--- config.mk ---
export PLATFORM = sky130hd
export DESIGN_NAME = dac_cmd_sender
export DESIGN_NICKNAME = d
export VERILOG_FILES = /design/src/rtl/dac_cmd_pkg.sv /design/src/rtl/dac_gap_timer.sv /design/src/rtl/dac_cmd_seq.sv /design/src/rtl/dac_cmd_sender.sv
export SDC_FILE = /design/constraint.sdc
export NUM_CORES = 1
export LEC_CHECK = 0
export ABC_AREA = 0
export BUFFER_PORTS_ARGS = -buffer_cell sky130_fd_sc_hd__buf_2
export CAP_MARGIN = 30
export CORE_MARGIN = 4
export CORE_UTILIZATION = 59
export DETAILED_ROUTE_END_ITERATION = 8
export HOLD_SLACK_MARGIN = 0.06
export PLACE_DENSITY = 0.83
export SLEW_MARGIN = 5
export SYNTH_ARGS = -nofsm -noshare
export SYNTH_HDL_FRONTEND = slang
export SYNTH_HIERARCHICAL = 1
export SYNTH_SLANG_ARGS = --single-unit
--- constraint.sdc ---
create_clock -name clk -period 3.44 [get_ports clk]
set_input_delay 0 -clock clk [delete_from_list [all_inputs] [get_ports clk]]
set_output_delay 0 -clock clk [all_outputs]
set_load 0.02 [all_outputs]
--- src/rtl/dac_cmd_pkg.sv ---
package dac_cmd_pkg;

    // Which part of the transaction the sequencer is in.
    typedef enum logic [1:0] {
        SEG_START = 2'd0,
        SEG_BITS  = 2'd1,
        SEG_STOP  = 2'd2
    } seg_e;

    // Levels of the two serial lines for one register write.
    typedef struct packed {
        logic scl;
        logic sda;
    } lines_t;

    // Line levels for a given segment, step within it, and payload bit.
    function automatic lines_t seg_lines(input seg_e seg, input logic [1:0] ph,
                                         input logic is_ack, input logic bitv);
        lines_t r;
        r = '{scl: 1'b1, sda: 1'b1};
        unique case (seg)
            SEG_START: begin
                r.scl = (ph != 2'd2);
                r.sda = (ph == 2'd0);
            end
            SEG_STOP: begin
                r.scl = (ph != 2'd0);
                r.sda = (ph == 2'd2);
            end
            SEG_BITS: begin
                r.scl = (ph == 2'd1);
                r.sda = is_ack ? 1'b0 : bitv;
            end
            default: r = '{scl: 1'b1, sda: 1'b1};
        endcase
        return r;
    endfunction

endpackage

--- src/rtl/dac_gap_timer.sv ---
module dac_gap_timer #(
    parameter int GAP = 1000
) (
    input  logic clk,
    input  logic rst,
    input  logic load,
    output logic expired
);
    localparam int CW = (GAP > 1) ? $clog2(GAP + 1) : 1;

    logic [CW-1:0] cnt;

    always_ff @(posedge clk) begin
        if (rst)
            cnt <= '0;
        else if (load)
            cnt <= CW'(GAP - 1);
        else if (cnt != '0)
            cnt <= cnt - CW'(1);
    end

    assign expired = (cnt == '0);

endmodule

--- src/rtl/dac_cmd_seq.sv ---
module dac_cmd_seq
    import dac_cmd_pkg::*;
#(
    parameter int BYTE_W = 8,
    parameter int NBYTES = 3
) (
    input  logic                     clk,
    input  logic                     rst,
    input  logic                     load,
    input  logic                     adv,
    input  logic [NBYTES*BYTE_W-1:0] payload,
    output lines_t                   lines,
    output logic                     last
);
    localparam int SH_W  = NBYTES * BYTE_W;
    localparam int BIT_W = $clog2(BYTE_W + 1);
    localparam int CNT_W = $clog2(NBYTES + 1);

    seg_e             seg;
    logic [1:0]       ph;
    logic [BIT_W-1:0] bitn;
    logic [CNT_W-1:0] byten;
    logic [SH_W-1:0]  sh;
    logic             at_ack;

    assign at_ack = (bitn == BIT_W'(BYTE_W));

    always_ff @(posedge clk) begin
        if (rst) begin
            seg   <= SEG_START;
            ph    <= 2'd0;
            bitn  <= '0;
            byten <= '0;
            sh    <= '0;
        end else if (load) begin
            // step 0 of the start condition is written in this same cycle
            seg   <= SEG_START;
            ph    <= 2'd1;
            bitn  <= '0;
            byten <= '0;
            sh    <= payload;
        end else if (adv) begin
            if (ph != 2'd2) begin
                ph <= ph + 2'd1;
            end else begin
                ph <= 2'd0;
                unique case (seg)
                    SEG_START: seg <= SEG_BITS;
                    SEG_BITS: begin
                        if (at_ack) begin
                            bitn <= '0;
                            if (byten == CNT_W'(NBYTES - 1)) begin
                                seg   <= SEG_STOP;
                                byten <= '0;
                            end else begin
                                byten <= byten + CNT_W'(1);
                            end
                        end else begin
                            bitn <= bitn + BIT_W'(1);
                            sh   <= {sh[SH_W-2:0], 1'b0};
                        end
                    end
                    SEG_STOP: seg <= SEG_START;
                    default:  seg <= SEG_START;
                endcase
            end
        end
    end

    assign lines = seg_lines(seg, ph, at_ack, sh[SH_W-1]);
    assign last  = (seg == SEG_STOP) && (ph == 2'd2);

endmodule

--- src/rtl/dac_cmd_sender.sv ---
module dac_cmd_sender
    import dac_cmd_pkg::*;
#(
    parameter int          REG_W     = 8,
    parameter int          BYTE_W    = 8,
    parameter int          CLK_POS   = 0,
    parameter int          DAT_POS   = 1,
    parameter logic [7:0]  ADDR_BYTE = 8'h9C,
    parameter logic [7:0]  CTRL_BYTE = 8'h00,
    parameter int          CLK_KHZ   = 100000,
    parameter int          GAP_NS    = 10000
) (
    input  logic             clk,
    input  logic             rst,
    input  logic             start,
    input  logic [BYTE_W-1:0] data_in,
    input  logic [REG_W-1:0] base_in,
    output logic [REG_W-1:0] reg_wdata,
    output logic             reg_wr,
    output logic             done
);
    localparam int NBYTES  = 3;
    localparam int GAP_RAW = (CLK_KHZ * GAP_NS) / 1000000;
    localparam int GAP     = (GAP_RAW < 1) ? 1 : GAP_RAW;
    localparam int GW      = $clog2(GAP + 2);

    logic             busy;
    logic             last_sent;
    logic [REG_W-1:0] base_q;
    logic             accept, issue, finish, expired, seq_last;
    lines_t           lines;
    logic [REG_W-1:0] base_sel, next_word;

    assign accept = start && !busy;
    assign issue  = accept || (busy && expired && !last_sent);
    assign finish = busy && expired && last_sent;

    dac_gap_timer #(.GAP(GAP)) u_timer (
        .clk     (clk),
        .rst     (rst),
        .load    (issue),
        .expired (expired)
    );

    dac_cmd_seq #(.BYTE_W(BYTE_W), .NBYTES(NBYTES)) u_seq (
        .clk     (clk),
        .rst     (rst),
        .load    (accept),
        .adv     (issue),
        .payload ({BYTE_W'(ADDR_BYTE), BYTE_W'(CTRL_BYTE), data_in}),
        .lines   (lines),
        .last    (seq_last)
    );

    assign base_sel = accept ? base_in : base_q;

    always_comb begin
        next_word          = base_sel;
        next_word[CLK_POS] = lines.scl;
        next_word[DAT_POS] = lines.sda;
    end

    always_ff @(posedge clk) begin
        if (rst) begin
            busy      <= 1'b0;
            last_sent <= 1'b0;
            base_q    <= '0;
            reg_wdata <= '0;
            reg_wr    <= 1'b0;
            done      <= 1'b0;
        end else begin
            reg_wr <= issue;
            done   <= finish;
            if (accept) begin
                busy   <= 1'b1;
                base_q <= base_in;
            end else if (finish) begin
                busy <= 1'b0;
            end
            if (issue) begin
                reg_wdata <= next_word;
                last_sent <= accept ? 1'b0 : seq_last;
            end
        end
    end

    // ---- checks next to the logic ----
    logic          prev_scl, prev_sda;
    logic [GW-1:0] since_wr;
    logic [REG_W-1:0] keep_mask;

    always_comb begin
        keep_mask          = '1;
        keep_mask[CLK_POS] = 1'b0;
        keep_mask[DAT_POS] = 1'b0;
    end

    always_ff @(posedge clk) begin
        if (rst) begin
            prev_scl <= 1'b1;
            prev_sda <= 1'b1;
            since_wr <= GW'(GAP);
        end else begin
            if (reg_wr) begin
                prev_scl <= reg_wdata[CLK_POS];
                prev_sda <= reg_wdata[DAT_POS];
                since_wr <= GW'(1);
            end else if (since_wr < GW'(GAP)) begin
                since_wr <= since_wr + GW'(1);
            end
        end
    end

    p_one_line_r11: assert property (@(posedge clk) disable iff (rst)
        reg_wr |-> $countones({reg_wdata[CLK_POS] ^ prev_scl,
                               reg_wdata[DAT_POS] ^ prev_sda}) <= 1);

    p_gap_r8: assert property (@(posedge clk) disable iff (rst)
        reg_wr |-> since_wr >= GW'(GAP));

    p_done_pulse_r10: assert property (@(posedge clk) disable iff (rst)
        done |=> !done);

    p_done_no_wr_r10: assert property (@(posedge clk) disable iff (rst)
        $onehot0({done, reg_wr}));

    p_keep_bits_r2: assert property (@(posedge clk) disable iff (rst)
        reg_wr |-> ((reg_wdata & keep_mask) == (base_q & keep_mask)));

    p_wr_in_txn_r9: assert property (@(posedge clk) disable iff (rst)
        reg_wr |-> busy);

endmodule

==> results of run 1 <==
[worst max-delay path: stages (launching register included)]
cell,delay (ns)
dfxtp_1,0.31
inv_1,0.08
ha_1,0.19
or4b_4,0.52
nor3_4,0.21
and3b_1,0.20
or2_1,0.20
nand3b_4,0.16
buf_4,0.27
o31ai_1,0.32
a31oi_1,0.14
[final timing paths]
kind | from | slack [ns] | cells after the start | end
min | rst | 0.31 | 2 | last_sent
min reg2reg | u_seq/sh[15] | 0.49 | 2 | u_seq/sh[16]
max reg2reg | u_timer/cnt[0] | 0.67 | 10 | u_seq/sh[3]
max | u_timer/cnt[0] | 0.67 | 10 | u_seq/sh[3]
[synthesized netlist by cell type (all sizes together) (6+ instances only)]
cell type,count,area [sq um]
a211oi,12,120
a21oi,15,75.1
o21ai,6,30.0
buf,22,143
inv,8,30.0
clkbuf,16,60.1
nand2b,8,50.1
nand2,7,26.3
a31oi,23,144
nand4,26,163
o31ai,26,195
nand3b,6,57.6
dfxtp,62,1240
o21bai,23,173
mux2i,7,70.1
nor3,10,61.3
nor2,16,60.1
[metal layers]
metal / track usage (%) / vias to the layer above / wire length, um
li1: - / 1367 / -
met3: 7.06 / 4 / 427
met2: 39.8 / 77 / 3550
met1: 27.7 / 1301 / 3170
met5: 0 / - / 0
met4: 8.11 / 0 / 51
[cell families after synthesis]
family          Yosys count  share of synthesized area (%)
other cells               2                          0.242
fa+ha+maj                 3                           1.21
buf+inv                  46                           7.49
compound gates          121                           28.6
xor+xnor                  1                          0.282
mux                       7                           2.26
simple gates            100                           19.9
flops                    62                           40.0
[repair_timing]
item | 4_1_cts | 5_1_grt
buffers inserted | 0 | 0
endpoints found under the hold margin | 17 | 0
endpoints found under the setup margin | 0 | 0
hold buffers | 14 | 0
[per-stage QoR]
stage / hold WS [ns] / instance area, sq um / util [%] / setup WS, ns / cells
after floorplan: 0.149 / 3160 / - / 0.688 / 356
after global placement: 0.270 / 3260 / 63.9 / 0.832 / 426
after detailed placement: 0.267 / 3260 / 63.9 / 0.800 / 426
after CTS: 0.269 / 3600 / 70.5 / 0.714 / 456
after global routing: 0.335 / 3600 / 70.5 / 0.557 / 456
final: 0.310 / 3600 / 70.5 / 0.673 / 456
[layout make-up]
type	instances	area, sq um	area share (%)
timing repair buffer	52	360	10.0
sequential	62	1240	34.5
multi-input combinational	248	1680	46.8
clock buffer	9	124	3.44
clock inverter	7	73.8	2.05
inverter	8	30.0	0.834
tap	70	87.6	2.43
[sequential cells by signal, indices dropped and copies added, names as in the netlist]
name	cells
u_seq/sh	24
u_timer/cnt	10
reg_wdata	8
base_q	6
u_seq/bitn	4
u_seq/byten	2
u_seq/ph	2
u_seq/seg	2
busy	1
done	1
last_sent	1
reg_wr	1
[report_power, final]
group / internal [mW] / switching, mW
logic: 0.120 / 0.150
registers: 0.774 / 0.0412
clock network: 0.336 / 0.303
[layout by cell type (no fill, tap or decap), types with 4 or more instances in the layout]
cell / synthesis / final
o31ai_1: 26 / 26
o21bai_1: 23 / 23
dfxtp_1: 62 / 62
a211oi_1: 6 / 6
mux2i_1: 7 / 7
nand2b_1: 8 / 8
nor2b_1: 4 / 4
nor2_1: 16 / 16
dlygate4sd3_1: 0 / 14
o21ai_0: 6 / 6
buf_4: 4 / 12
nand3b_1: 5 / 5
nand4_1: 26 / 26
inv_1: 7 / 7
nor3_1: 9 / 9
nand2_1: 7 / 7
a31oi_1: 23 / 23
a21oi_1: 15 / 15
a311oi_1: 5 / 5
clkbuf_8: 0 / 9
conb_1: 2 / 16
buf_2: 12 / 26
a211oi_2: 6 / 6
nand3_1: 5 / 5
==> impl_metrics.yaml, run 1 <==
sta:
  period_needed_ns: 2.77
  period_share_pct: 80.4
  slew_headroom_pct: 34.1
  clock_skew_ns: 0.0110
  setup_violations: 0
  drv_slew: 0
  tns_ns: 0
  grt_setup_unrepaired: "no"
  finalHoldViolCount: 0
  max_freq_mhz: 361
  worst_pin_slew_ns: 0.988
clock_tree:
  cts-root-buf: "clkbuf_8"
  clockBufferDepth: 2
  cts_tree: "done"
  htree_levels: 3
  cts_buffers: 9
  clock_latency_ns: 0.34
  ctsResizeCount: 0
  numClockSinks: 62
  clk_pin_slew_ns: 0.07
final_layout:
  drive_gt1_share_pct: 18.1
  num-fill-cells: 381
  syn_to_final_growth_pct: 16.0
  diodes: 0
  nets: 403
synthesis:
  synthFlopType: "dfxtp_1"
  yosysSeqAreaShare_pct: 40.0
  syn_area_sq_um: 3110
  async_flop_share_pct: 0
  yosysWarnings: 6
  syn_area_per_cell_sq_um: 9.08
  synth_edf_count: 0
  synthCells: 342
  ys_types: 51
  ys_ff_latch: 62
die:
  fp.coreArea_sq_um: 5110
  start_util_pct: 60.8
  die_h_um: 80.6
  rows: 26
  num_io_pins: 29
  die_x_um: 80.6
  dieArea_sq_um: 6490
worst_setup_path:
  crit_arrival_ns: 2.97
  crit_path_end_kind: "flip-flop"
  cp_max_fo: 24
  critPathLaunchType: "flip-flop"
  crit_type: "flip-flop to flip-flop"
  crit_required_ns: 3.64
global_route:
  overflow: 0
  grt_pass1_wl_mm: 11.7
  grt_max_degree: 57
  antenna_found_initial: 0
  grt_use_total_pct: 23.4
  grt_pass1_vias: 2615
placement:
  hpwlAfterDp_mm: 4.11
  gp_congestion: 0.783
  port-buffer-count: 26
routing:
  drt_iter0_drc: 234
  finalWirelength_mm: 7.20
  vias_per_cell: 6.03
  vias: 2749
  drcViolationCount: 0
  wl_per_cell_um: 15.8
  postRouteAntennaNets: 0
  firstDrtPassIters: 4
pwr:
  finalPower_mw: 1.72
  peakVddDrop_uv: 289
  leakagePower_nw: 1.34
  powerDensity_nw_per_um2: 479
job:
  max_cap_viol_count: 0
hold_path:
  hold_path.class: "input pin to flip-flop"
run_status:
  status: "complete, no violations"
Power figures use the tool's default switching activity.
==> run 2: changes to the inputs <==
--- a/config.mk
+++ b/config.mk
@@ -9,10 +9,10 @@
 export BUFFER_PORTS_ARGS = -buffer_cell sky130_fd_sc_hd__buf_2
 export CAP_MARGIN = 30
 export CORE_MARGIN = 4
-export CORE_UTILIZATION = 59
+export CORE_UTILIZATION = 53
 export DETAILED_ROUTE_END_ITERATION = 8
 export HOLD_SLACK_MARGIN = 0.06
-export PLACE_DENSITY = 0.83
+export PLACE_DENSITY = 0.79
 export SLEW_MARGIN = 5
 export SYNTH_ARGS = -nofsm -noshare
 export SYNTH_HDL_FRONTEND = slang
==> constraint.sdc (replaced) <==
create_clock -name clk -period 2.2 [get_ports clk]
set_input_delay 0 -clock clk [delete_from_list [all_inputs] [get_ports clk]]
set_output_delay 0 -clock clk [all_outputs]
set_load 0.02 [all_outputs]
==> run 2 against run 1 <==
The run now ends with negative setup slack left. Global-route usage down 2.1 points. Largest power group unchanged. Total power up 67%. Final area up 15%. Highest routed layer unchanged. Flip-flop and latch count unchanged.
==> impl_metrics.yaml, run 2 (synthesis gave the netlist of run 1 again) <==
pwr:
  peakVddDrop_uv: 464
  powerDensity_nw_per_um2: 692
  leakagePower_nw: 1.55
routing:
  vias: 3112
  postRouteAntennaNets: 0
  finalWirelength_mm: 8.96
  drt_iter0_drc: 392
  firstDrtPassIters: 5
  wl_per_cell_um: 18.4
  drcViolationCount: 0
  vias_per_cell: 6.39
final_layout:
  drive_gt1_share_pct: 32.5
  regArea_sq_um: 1240
  num-fill-cells: 342
  layout_commonest_cell: "dfxtp_1"
  largest_register_ffs: 24
  nets: 432
  syn_to_final_growth_pct: 33.8
  reg_top3: "u_seq/sh: 24 flops, u_timer/cnt: 10 flops, reg_wdata: 8 flops"
  diodes: 0
  layout_common_cells: "dfxtp_1 (60), buf_4 (28), buf_2 (26), nand4_1 (26)"
  finalNonFillerCells: 487
  multi_input_area_sq_um: 1890
  final_core_util_pct: 74.1
  top_register: "u_seq/sh"
sta:
  fin_hold_ws_ns: 0.198
  period_share_pct: 111
  drv_slew: 0
  setup_violations: 38
  slew_headroom_pct: 47.5
  period_needed_ns: 2.45
  max_freq_mhz: 408
  worst_slack_ns: -0.248
  worst_pin_slew_ns: 0.787
  tns_ns: -4.30
  grt_setup_unrepaired: "yes"
  finalHoldViolCount: 0
  clock_skew_ns: 0.0116
clock_tree:
  cts_buffers: 9
  clock_latency_ns: 0.35
  htree_levels: 3
  numClockSinks: 62
  cts-root-buf: "clkbuf_8"
  clk_pin_slew_ns: 0.08
  cts_tree: "done"
  clockBufferDepth: 2
job:
  max_cap_viol_count: 0
die:
  num_io_pins: 29
  fp.coreArea_sq_um: 5610
  rows: 27
  dieArea_sq_um: 7150
  die_x_um: 84.5
  start_util_pct: 55.4
  die_h_um: 84.5
placement:
  pre_cts_slack_ns: -0.170
  port-buffer-count: 26
  hpwlAfterDp_mm: 4.53
  dp.cells: 443
  gp_congestion: 0.822
worst_setup_path:
  cp_max_fo: 12
  crit_path_end_kind: "flip-flop"
  crit_arrival_ns: 2.66
  r2r-end: "u_seq/sh[1]"
  reg2reg_depth: 10
  reg2reg_from: "u_timer/cnt[0]"
  critPathLaunchType: "flip-flop"
  crit_type: "flip-flop to flip-flop"
  cp-startpoint: "u_timer/cnt[0]"
  crit_required_ns: 2.41
  worstSetupEndpoint: "u_seq/sh[1]"
  rrSetupSlack_ns: -0.25
global_route:
  overflow: 0
  grt_pass1_wl_mm: 12.7
  antenna_found_initial: 0
  grt_max_degree: 45
  grt_use_total_pct: 21.3
  grt_pass1_vias: 2704
run_status:
  status: "complete, but fails checks"
  violations: "negative setup slack"
hold_path:
  hold_path.class: "input pin to flip-flop"
  min_from: "rst"
## run 2: worst min path at each step
stage,endpoint,slack [ns],cells after the start
after floorplan,u_seq/sh[0],0.15,2
after global placement,base_q[5],0.27,3
after detailed placement,u_seq/sh[0],0.27,3
after CTS,u_seq/sh[0],0.17,5
after global routing,base_q[3],0.22,2
final,base_q[6],0.20,2
## run 2: area by class of cell
type / count / area share (%)
Multi-Input combinational cell: 248 / 45.6
Sequential cell: 62 / 29.9
Timing Repair Buffer: 81 / 16.9
Clock buffer: 9 / 2.98
Tap cell: 72 / 2.17
Clock inverter: 7 / 1.78
Inverter: 8 / 0.723
## run 2: through the flow
| stage | power [mW] | instance area (sq um) |
|---|---|---|
| 2_1_floorplan | 1.62 | 3220 |
| 3_3_place_gp | 1.73 | 3430 |
| 3_5_place_dp | 1.75 | 3430 |
| 4_1_cts | 2.78 | 3830 |
| 5_1_grt | 2.97 | 4160 |
| 6_report | 2.88 | 4160 |
## run 2: metal layers
layer	share of wire, %	track usage, %
met1	43	28.3
met2	48	33.9
met3	6.0	5.00
met4	2.8	7.19
met5	0	0
## run 2: critical path, cell delays in order, from the launching register on
cell,delay [ns]
dfxtp_2,0.33
inv_2,0.07
ha_4,0.12
or4b_4,0.47
nor3_4,0.14
and3b_1,0.21
or2_4,0.16
nand3b_4,0.16
clkbuf_16,0.24
o31ai_1,0.29
a31oi_1,0.13
## run 2: where the power goes
part	switching (mW)	internal [mW]
Clock	0.489	0.526
Sequential	0.0709	1.21
Combinational	0.296	0.281
## run 2: what timing repair did
action                     CTS  global route
gates cloned                 0             2
pin swaps                    5            11
setup endpoints to repair   34            40
setup buffers                3             9
hold endpoints to repair    16             0
hold buffers                14             0
resized for setup            8            39
